## src/rtl/pwrctl_pkg.sv

```systemverilog
package pwrctl_pkg;

    localparam int PCON_W           = 8;
    localparam int IDL_BIT          = 0;
    localparam int PD_BIT           = 1;
    localparam int KEEP_BIT         = 4;

    localparam int DEF_STATES_MC    = 6;
    localparam int DEF_ALE_PER_MC   = 2;
    localparam int DEF_SAMPLE_STATE = 4;
    localparam int DEF_GLITCH_LEN   = 4;
    localparam int DEF_HOLD_MC      = 2;

    typedef enum logic [1:0] {
        PM_RUN   = 2'd0,
        PM_IDLE  = 2'd1,
        PM_PDOWN = 2'd2
    } pwr_mode_e;

    typedef struct packed {
        logic tick;
        logic mc;
        logic ale;
        logic sample;
    } phase_strb_t;

    // Power-down outranks idle when both request bits are set.
    function automatic pwr_mode_e mode_of(input logic idl, input logic pd);
        if (pd)
            return PM_PDOWN;
        else if (idl)
            return PM_IDLE;
        return PM_RUN;
    endfunction

endpackage

```

## src/rtl/pwr_phase_gen.sv

```systemverilog
module pwr_phase_gen
    import pwrctl_pkg::*;
#(
    parameter int STATES_MC    = DEF_STATES_MC,
    parameter int ALE_PER_MC   = DEF_ALE_PER_MC,
    parameter int SAMPLE_STATE = DEF_SAMPLE_STATE
) (
    input  logic        clk_i,
    input  logic        rst_i,
    input  logic        run_en_i,
    output phase_strb_t strb_o
);
    localparam int SW       = (STATES_MC > 2) ? $clog2(STATES_MC) : 1;
    localparam int ALE_SPAN = (ALE_PER_MC > 0) ? (STATES_MC / ALE_PER_MC) : STATES_MC;
    localparam logic [SW-1:0] ST_LAST = SW'(STATES_MC - 1);
    localparam logic [SW-1:0] ST_SMP  = SW'(SAMPLE_STATE);

    logic          half_q;
    logic [SW-1:0] st_q;
    logic          tick, mc, ale;

    always_ff @(posedge clk_i) begin
        if (rst_i) begin
            half_q <= 1'b0;
            st_q   <= '0;
        end else if (run_en_i) begin
            half_q <= ~half_q;
            if (half_q)
                st_q <= (st_q == ST_LAST) ? '0 : st_q + 1'b1;
        end
    end

    assign tick = run_en_i & half_q;
    assign mc   = tick && (st_q == ST_LAST);

    generate
        if (ALE_PER_MC <= 1) begin : g_ale_mc
            assign ale = mc;
        end else begin : g_ale_div
            always_comb ale = tick && ((int'(st_q) % ALE_SPAN) == ALE_SPAN - 1);
        end
    endgenerate

    assign strb_o = '{tick: tick, mc: mc, ale: ale, sample: tick && (st_q == ST_SMP)};

endmodule

```

## src/rtl/pwr_rst_qual.sv

```systemverilog
module pwr_rst_qual
    import pwrctl_pkg::*;
#(
    parameter int GLITCH_LEN = DEF_GLITCH_LEN,
    parameter int HOLD_MC    = DEF_HOLD_MC
) (
    input  logic clk_i,
    input  logic rst_i,
    input  logic pin_i,
    input  logic sample_i,
    output logic filt_o,
    output logic int_rst_o
);
    localparam int GCW = $clog2(GLITCH_LEN + 1);
    localparam int HCW = $clog2(HOLD_MC + 1);
    localparam logic [GCW-1:0] G_LAST = GCW'(GLITCH_LEN - 1);
    localparam logic [HCW-1:0] H_MAX  = HCW'(HOLD_MC);
    localparam logic [HCW-1:0] H_TRIG = HCW'(HOLD_MC - 1);

    logic [1:0]     sync_q;
    logic [GCW-1:0] gcnt_q;
    logic           filt_q;
    logic [HCW-1:0] hold_q;
    logic           irst_q;

    // Two-flop synchroniser, then a level filter needing GLITCH_LEN stable cycles.
    always_ff @(posedge clk_i) begin
        if (rst_i) begin
            sync_q <= '0;
            gcnt_q <= '0;
            filt_q <= 1'b0;
        end else begin
            sync_q <= {sync_q[0], pin_i};
            if (sync_q[1] != filt_q) begin
                if (gcnt_q == G_LAST) begin
                    filt_q <= sync_q[1];
                    gcnt_q <= '0;
                end else begin
                    gcnt_q <= gcnt_q + 1'b1;
                end
            end else begin
                gcnt_q <= '0;
            end
        end
    end

    // Once-per-machine-cycle sampling with consecutive-high counting.
    always_ff @(posedge clk_i) begin
        if (rst_i) begin
            hold_q <= '0;
            irst_q <= 1'b0;
        end else if (sample_i) begin
            if (filt_q) begin
                if (hold_q != H_MAX)
                    hold_q <= hold_q + 1'b1;
                irst_q <= (hold_q >= H_TRIG);
            end else begin
                hold_q <= '0;
                irst_q <= 1'b0;
            end
        end
    end

    assign filt_o    = filt_q;
    assign int_rst_o = irst_q;

endmodule

```

## src/rtl/pwr_mode_reg.sv

```systemverilog
module pwr_mode_reg
    import pwrctl_pkg::*;
(
    input  logic              clk_i,
    input  logic              rst_i,
    input  logic              int_rst_i,
    input  logic              we_i,
    input  logic [PCON_W-1:0] wdata_i,
    input  logic              irq_i,
    output logic [PCON_W-1:0] pcon_o,
    output pwr_mode_e         mode_o
);
    localparam logic [PCON_W-1:0] KEEP_MASK = PCON_W'(1) << KEEP_BIT;

    logic [PCON_W-1:0] pcon_q;
    pwr_mode_e         mode;

    assign mode = mode_of(pcon_q[IDL_BIT], pcon_q[PD_BIT]);

    always_ff @(posedge clk_i) begin
        if (rst_i) begin
            pcon_q <= '0;
        end else if (int_rst_i) begin
            pcon_q <= pcon_q & KEEP_MASK;
        end else begin
            unique case (mode)
                PM_RUN:   if (we_i) pcon_q <= wdata_i;
                PM_IDLE:  if (irq_i) pcon_q[IDL_BIT] <= 1'b0;
                default:  pcon_q <= pcon_q;
            endcase
        end
    end

    assign pcon_o = pcon_q;
    assign mode_o = mode;

endmodule

```

## src/rtl/pwr_clkrst_ctrl.sv

```systemverilog
module pwr_clkrst_ctrl
    import pwrctl_pkg::*;
#(
    parameter int STATES_MC    = DEF_STATES_MC,
    parameter int ALE_PER_MC   = DEF_ALE_PER_MC,
    parameter int SAMPLE_STATE = DEF_SAMPLE_STATE,
    parameter int GLITCH_LEN   = DEF_GLITCH_LEN,
    parameter int HOLD_MC      = DEF_HOLD_MC
) (
    input  logic       osc_clk_i,
    input  logic       rst_i,
    input  logic       rst_pin_i,
    input  logic       pcon_we_i,
    input  logic [7:0] pcon_wdata_i,
    input  logic       irq_pend_i,
    output logic       cpu_clk_en_o,
    output logic       per_clk_en_o,
    output logic       osc_run_en_o,
    output logic       mc_strobe_o,
    output logic       ale_strobe_o,
    output logic       int_rst_o,
    output logic [7:0] pcon_o
);
    phase_strb_t strb;
    pwr_mode_e   mode;
    logic        pin_filt;
    logic        irst;
    logic        osc_run;

    // The filtered pin restarts a stopped oscillator so the reset can be qualified.
    assign osc_run = (mode != PM_PDOWN) | pin_filt;

    pwr_phase_gen #(
        .STATES_MC   (STATES_MC),
        .ALE_PER_MC  (ALE_PER_MC),
        .SAMPLE_STATE(SAMPLE_STATE)
    ) phase_i (
        .clk_i   (osc_clk_i),
        .rst_i   (rst_i),
        .run_en_i(osc_run),
        .strb_o  (strb)
    );

    pwr_rst_qual #(
        .GLITCH_LEN(GLITCH_LEN),
        .HOLD_MC   (HOLD_MC)
    ) rstq_i (
        .clk_i    (osc_clk_i),
        .rst_i    (rst_i),
        .pin_i    (rst_pin_i),
        .sample_i (strb.sample),
        .filt_o   (pin_filt),
        .int_rst_o(irst)
    );

    pwr_mode_reg mode_i (
        .clk_i    (osc_clk_i),
        .rst_i    (rst_i),
        .int_rst_i(irst),
        .we_i     (pcon_we_i),
        .wdata_i  (pcon_wdata_i),
        .irq_i    (irq_pend_i),
        .pcon_o   (pcon_o),
        .mode_o   (mode)
    );

    assign cpu_clk_en_o = strb.tick & (mode == PM_RUN);
    assign per_clk_en_o = strb.tick & (mode != PM_PDOWN);
    assign osc_run_en_o = osc_run;
    assign mc_strobe_o  = strb.mc;
    assign ale_strobe_o = strb.ale;
    assign int_rst_o    = irst;

endmodule

```

## config.mk

```make
export PLATFORM = sky130hd
export DESIGN_NAME = pwr_clkrst_ctrl
export DESIGN_NICKNAME = d
export VERILOG_FILES = /design/src/rtl/pwrctl_pkg.sv /design/src/rtl/pwr_phase_gen.sv /design/src/rtl/pwr_rst_qual.sv /design/src/rtl/pwr_mode_reg.sv /design/src/rtl/pwr_clkrst_ctrl.sv
export SDC_FILE = /design/constraint.sdc
export NUM_CORES = 1
export LEC_CHECK = 0
export BUFFER_PORTS_ARGS = -buffer_cell sky130_fd_sc_hd__buf_2
export CAP_MARGIN = 25
export CORE_MARGIN = 2
export CORE_UTILIZATION = 45
export CTS_CLUSTER_DIAMETER = 40
export CTS_CLUSTER_SIZE = 30
export DETAILED_ROUTE_END_ITERATION = 7
export PLACE_DENSITY_LB_ADDON = 0.1
export SETUP_SLACK_MARGIN = 0.4
export SKIP_CTS_REPAIR_TIMING = 1
export SLEW_MARGIN = 20
export SYNTH_ARGS = -nofsm -noshare
export SYNTH_HDL_FRONTEND = slang
export SYNTH_SLANG_ARGS = --single-unit
```

## constraint.sdc

```tcl
create_clock -name osc_clk_i -period 3.9 [get_ports osc_clk_i]
set_clock_uncertainty 0.2 [all_clocks]
set_input_delay 0.975 -clock osc_clk_i [delete_from_list [all_inputs] [get_ports osc_clk_i]]
set_output_delay 0.975 -clock osc_clk_i [all_outputs]
set_load 0.005 [all_outputs]
```

==> reports/qor.yml, run 1 <==
timing:
  hold_viol_final: 0
  drv_slew: 0
  rsz0062_at_grt: "false"
  setup-violations-final: 0
  fin_tns_setup_ns: 0
  post-route-worst-setup-slack_ns: 0.655
  fin_crit_ns: 3.24
  max_freq_ghz: 0.308
  fin_crit_sh: 0.832
global_route:
  grt.overflow.total: 0
  first_global_vias: 676
  grt_start_max_net_pins: 14
  antenna_found_initial: 0
  grt.total_usage: 0.149
  grt_pass1_wl_microns: 2960
critical_path:
  cp_max_fo: 9
  startpoint_type: "flop"
  worstSetupEndpointType: "primary output"
  crit_required_ns: 2.72
  critPathArrivalTime_ns: 2.07
  critPathKind: "flop to primary output"
synthesis:
  syn_area_per_cell_sq_um: 9.00
  synthArstFlopShare: 0
  synth_cell_types: 31
  yosysWarningCount: 0
  synth_cells: 113
  netlist_area_sq_um: 1020
  synth_top_area_frac: 0.413
  synth_common_cells: "dfxtp_1, nor2_1, a21oi_1, mux2i_1"
  ys_seq_area_frac: 0.413
  synth.most_common_cell: "dfxtp_1"
  synth_nets: 132
  synth-main-ff-cell: "dfxtp_1"
  ys_top_cells_by_area: "dfxtp_1, ha_1, mux2i_1"
  ys_ff_latch: 21
  synth_enable_flop_cells: 0
  synth_top_area_cell: "dfxtp_1"
layout:
  area_delta_synth_final_pct: 17.0
  multi_input_area_sq_um: 541
  drive_above_1_share: 0.261
  nFillCells: 208
  stdcell_area_sq_um: 1190
  antenna_cells: 0
  nets: 158
  regArea_sq_um: 420
clocking:
  cts_max_level: 1
  cts.sinks: 21
  clock_path_buffers: 2
  cts_buffers: 3
  cts-root-buf: "clkbuf_4"
  clk_latency_ns: 0.30
  clk_pin_slew_ns: 0.11
  cts_tree: "done"
power:
  post-layout-total-power_w: 0.000400
  cellLeakagePower_nw: 0.516
  peakVddDrop_mv: 0.211
  power_density_nw_per_um2: 336
route:
  via_count: 851
  wirelength_microns: 1790
  drc_errors: 0
  final_antenna_net_count: 0
  firstDrtPassIters: 4
  via_per_inst: 5.13
  wl_per_cell_microns: 10.8
  drt-initial-drc-count: 14
placement:
  dp_slack_ns: 0.995
  dp_hpwl_microns: 1340
  gp_congestion: 0.762
  dpl-instance-area_sq_um: 1160
  portBuffers: 26
floorplan:
  core-area_sq_um: 2170
  die_h_microns: 51.5
  die_area_sq_um: 2660
  chipWidth_microns: 51.5
  placement_rows: 17
  start_util: 0.469
  io_pins: 27
hold_path:
  hold_class: "flop to flop"
run_status:
  outcome: "finished, final reports clean"
flow_run:
  maxCapViolations: 0
[placed cells by master, fill, tap and decap left out, types with 2 or more instances in the layout]
cell / netlist / layout
clkbuf_4: 0 / 3
nor3b_1: 3 / 3
dfxtp_1: 21 / 21
a31oi_1: 2 / 2
ha_1: 6 / 6
nor2_1: 14 / 14
nor2b_1: 4 / 4
nand4_1: 4 / 4
o31ai_1: 5 / 5
nand3_1: 3 / 3
nor4b_1: 2 / 2
mux2i_1: 7 / 7
nand4b_1: 2 / 2
buf_2: 3 / 26
xnor2_1: 2 / 2
o21ai_0: 2 / 2
inv_2: 2 / 2
a21oi_1: 7 / 7
nand2_1: 4 / 4
inv_1: 6 / 6
[flip-flops by register name, summed over array words and instances, names as in the netlist]
name,cells
rstq_i.int_rst_o,1
rstq_i.sync_q,2
phase_i.st_q,3
mode_i.pcon_o,8
rstq_i.hold_q,2
rstq_i.filt_o,1
rstq_i.gcnt_q,3
phase_i.half_q,1
[power by group]
| part | total [W] | internal, W | switching (W) |
|---|---|---|---|
| sequential | 0.000239 | 0.000225 | 0.0000136 |
| clock | 0.000102 | 0.0000399 | 0.0000618 |
| combinational | 0.0000591 | 0.0000290 | 0.0000301 |
| total | 0.000400 | 0.000294 | 0.000106 |
[worst max-delay path, cell delays in order (launching register included)]
cell and delay [ns]:
dfxtp_1 0.46, and2b_2 0.27, nand2_1 0.06, nand2_1 0.06
ha_1 0.26, nand4b_1 0.13, nor3b_1 0.07, o311a_1 0.34
buf_2 0.13
[metrics by stage]
stage / hold WS, ns / std cells / utilization
final: 0.229 / 166 / 0.548
after global routing: 0.264 / 166 / 0.548
after CTS: 0.234 / 166 / 0.548
after detailed placement: 0.218 / 162 / 0.536
after global placement: 0.209 / 162 / 0.536
after floorplan: 0.199 / 113 / -
[metal layers]
| layer | share of wire | global-route usage | vias up |
|---|---|---|---|
| li1 | - | - | 448 |
| met1 | 0.50 | 0.207 | 374 |
| met2 | 0.41 | 0.224 | 27 |
| met3 | 0.069 | 0.0287 | 2 |
| met4 | 0.015 | 0.0658 | 0 |
| met5 | 0 | 0 | - |
[cell families after synthesis]
family,share of synthesized area
buffers and inverters,0.0553
adder cells (fa/ha/maj),0.0738
AO/OA/AOI/OAI,0.103
multiplexers,0.0689
AND/OR/NAND/NOR,0.264
XOR/XNOR,0.0172
other,0.00369
flip-flops,0.413
[worst paths after layout]
check                                             startpoint                       endpoint  slack [ns]  cells past startpoint
worst max-delay path            phase_i.st_q[2]$_SDFFE_PP0P_                   ale_strobe_o        0.66                      8
worst min-delay path             rstq_i.gcnt_q[0]$_SDFF_PP0_    rstq_i.gcnt_q[0]$_SDFF_PP0_        0.23                      1
worst min register to register   rstq_i.gcnt_q[0]$_SDFF_PP0_    rstq_i.gcnt_q[0]$_SDFF_PP0_        0.23                      1
worst max register to register  phase_i.st_q[2]$_SDFFE_PP0P_  rstq_i.hold_q[0]$_SDFFE_PP0P_        2.41                      3
[layout make-up]
class,instances,share of cell area
flip-flops and latches,21,0.353
well taps,28,0.0294
inverters,8,0.0252
clock buffers,4,0.0221
repair buffers,27,0.116
multi-input cells,78,0.454
Power figures use the tool's default switching activity.
==> inputs of run 2 (changes only) <==
==> constraint.sdc (replaced) <==
create_clock -name osc_clk_i -period 2.8 [get_ports osc_clk_i]
set_clock_uncertainty 0.2 [all_clocks]
set_input_delay 0.7 -clock osc_clk_i [delete_from_list [all_inputs] [get_ports osc_clk_i]]
set_output_delay 0.7 -clock osc_clk_i [all_outputs]
set_load 0.005 [all_outputs]
==> run 2 against run 1 <==
Effect of this change: total power rose by 39%; cell area rose by 2.6%; core utilization rose by 1.4 points; non-clock buffer count rose by 2; sequential power rose by 39%; global-route usage rose by 0.36 points; register-to-register slack got worse by 1.1 ns; sequential share of layout area fell by 0.29 points; combinational power rose by 43%; final cell count rose by 1.2%; largest cell class unchanged; clock-buffer cell count did not move; the flow now finishes with violations (setup timing); clock power rose by 37%.
==> reports/qor.yml, run 2 (synthesis gave the netlist of run 1 again) <==
run_status:
  outcome: "complete, but fails checks"
  violations: "setup timing"
critical_path:
  crit_required_ns: 1.90  # -0.82 ns
  reg2reg_depth: 5  # +2
  critPathArrivalTime_ns: 1.95  # -0.12 ns
  r2r_start: "rstq_i.hold_q[0]$_SDFFE_PP0P_"
  crit_chain: "and2b_2 -> nand2_1 -> nand2_1 -> ha_1 -> nand4b_1 -> a21oi_2 -> o311a_1 -> buf_2"
  cp_slowest_cell: "dfxtp_4"
  cp_max_fo: 7  # -2
  crit_family: "simple AND/OR/NAND/NOR gates"
  startpoint_type: "flop"
  critPathKind: "flop to primary output"
  crit_buf_inv: 1  # unchanged
  worstSetupEndpointType: "primary output"
  r2r_end: "rstq_i.hold_q[0]$_SDFFE_PP0P_"
  critical_path.most_common_cell: "nand2_1"
  reg2reg_slack_ns: 1.32  # -1.09 ns
  cp_slowest_stage_delay_ns: 0.38  # -0.08 ns
floorplan:
  chipWidth_microns: 51.5  # unchanged
  die_h_microns: 51.5  # unchanged
  placement_rows: 17  # unchanged
  core-area_sq_um: 2170  # unchanged
  start_util: 0.469  # unchanged
  die_area_sq_um: 2660  # unchanged
  io_pins: 27  # unchanged
timing:
  drv_slew: 0  # unchanged
  post-route-worst-setup-slack_ns: -0.0471  # -0.702 ns
  fin_tns_setup_ns: -0.0471  # -0.0471 ns
  max_freq_ghz: 0.351
  hold_viol_final: 0  # unchanged
  fin_crit_ns: 2.85
  setup-violations-final: 1  # +1
  rsz0062_at_grt: "true"
  fin_crit_sh: 1.02
placement:
  dp_hpwl_microns: 1460  # +9.1%
  portBuffers: 26  # unchanged
  gp_congestion: 0.840  # +10%
  dpl-instance-area_sq_um: 1160  # +0.11%
route:
  wl_per_cell_microns: 11.9  # +9.9%
  drc_errors: 0  # unchanged
  final_antenna_net_count: 0  # unchanged
  firstDrtPassIters: 4  # unchanged
  via_count: 859  # +0.94%
  drt-initial-drc-count: 14  # unchanged
  via_per_inst: 5.11  # -0.26%
  wirelength_microns: 1990  # +11%
global_route:
  antenna_found_initial: 0  # unchanged
  grt_pass1_wl_microns: 3060  # +3.5%
  grt_start_max_net_pins: 14  # unchanged
  first_global_vias: 711  # +5.2%
  grt.overflow.total: 0  # unchanged
  grt.total_usage: 0.153  # +0.00357
layout:
  antenna_cells: 0  # unchanged
  area_delta_synth_final_pct: 20.0
  stdcell_area_sq_um: 1220  # +2.6%
  largest_reg_flops: 8  # unchanged
  nets: 160  # +1.3%
  mostFrequentLayoutCells: "buf_2, dfxtp_1, nor2_1"
  nFillCells: 202  # -2.9%
  drive_above_1_share: 0.314  # +0.0534
  final_common_cell: "buf_2"
clocking:
  cts_max_level: 1  # unchanged
  clk_pin_slew_ns: 0.11  # about the same
  cts_tree: "done"
  cts.sinks: 21  # unchanged
  cts_buffers: 3  # unchanged
  cts-root-buf: "clkbuf_4"
  clk_latency_ns: 0.29  # about the same
  clock_path_buffers: 2  # unchanged
power:
  cellLeakagePower_nw: 0.529  # +2.5%
  power_density_nw_per_um2: 456  # +36%
  peakVddDrop_mv: 0.275  # +30%
hold_path:
  whs_path_depth: 1  # unchanged
  holdPathEnd: "rstq_i.gcnt_q[0]$_SDFF_PP0_"
  hold_class: "flop to flop"
  min-delay-start: "rstq_i.gcnt_q[0]$_SDFF_PP0_"
flow_run:
  maxCapViolations: 0  # unchanged
==> run 2: cell types whose count changed in the layout (fill, tap and decap cells not counted) <==
cell	before	now
dfxtp_4	0	1
nor3b_2	0	1
nor3b_1	3	2
buf_4	1	3
a21oi_2	0	1
a21oi_1	7	6
dfxtp_2	0	3
dfxtp_1	21	17
==> run 2: layout make-up <==
cell class / count / area [sq um] / share of cell area
clock buffer: 4 / 26.3 / 0.0215
sequential: 21 / 428 / 0.350
multi-input combinational: 78 / 549 / 0.450
inverter: 8 / 30.0 / 0.0246
tap: 28 / 35.0 / 0.0287
timing repair buffer: 29 / 153 / 0.125
==> run 2: where the power goes <==
part | leakage [nW] | switching (W) | internal, W
Combinational | 0.341 | 0.0000439 | 0.0000408
Clock | 0.0150 | 0.0000844 | 0.0000553
Sequential | 0.173 | 0.0000188 | 0.000314
==> run 2: through the flow <==
step	setup WS (ns)	cells	total power, W	utilization	hold WS [ns]
after detailed placement	0.189	162	0.000424	0.537	0.220
after global routing	-0.143	168	0.000586	0.563	0.257
after global placement	0.284	162	0.000421	0.537	0.212
after floorplan	0.432	113	0.000391	-	0.199
final	-0.0471	168	0.000557	0.563	0.238
after CTS	-0.150	166	0.000560	0.549	0.238
==> run 2: worst max path at each step <==
stage                            startpoint            to  slack [ns]  cells after the start
2_1_floorplan  phase_i.st_q[1]$_SDFFE_PP0P_  ale_strobe_o        0.43                      7
3_3_place_gp   phase_i.st_q[1]$_SDFFE_PP0P_  ale_strobe_o        0.28                      8
3_5_place_dp   phase_i.st_q[1]$_SDFFE_PP0P_  ale_strobe_o        0.19                      8
4_1_cts        phase_i.st_q[1]$_SDFFE_PP0P_  ale_strobe_o       -0.15                      8
5_1_grt        phase_i.st_q[2]$_SDFFE_PP0P_  ale_strobe_o       -0.14                      8
6_report       phase_i.st_q[2]$_SDFFE_PP0P_  ale_strobe_o       -0.05                      8
==> run 2: metal layers <==
metal,track usage,up-vias,share of wire
met4,0.0658,0,0.0070
met3,0.0345,2,0.066
met5,0,-,0
met2,0.241,21,0.42
li1,-,450,-
met1,0.199,386,0.50
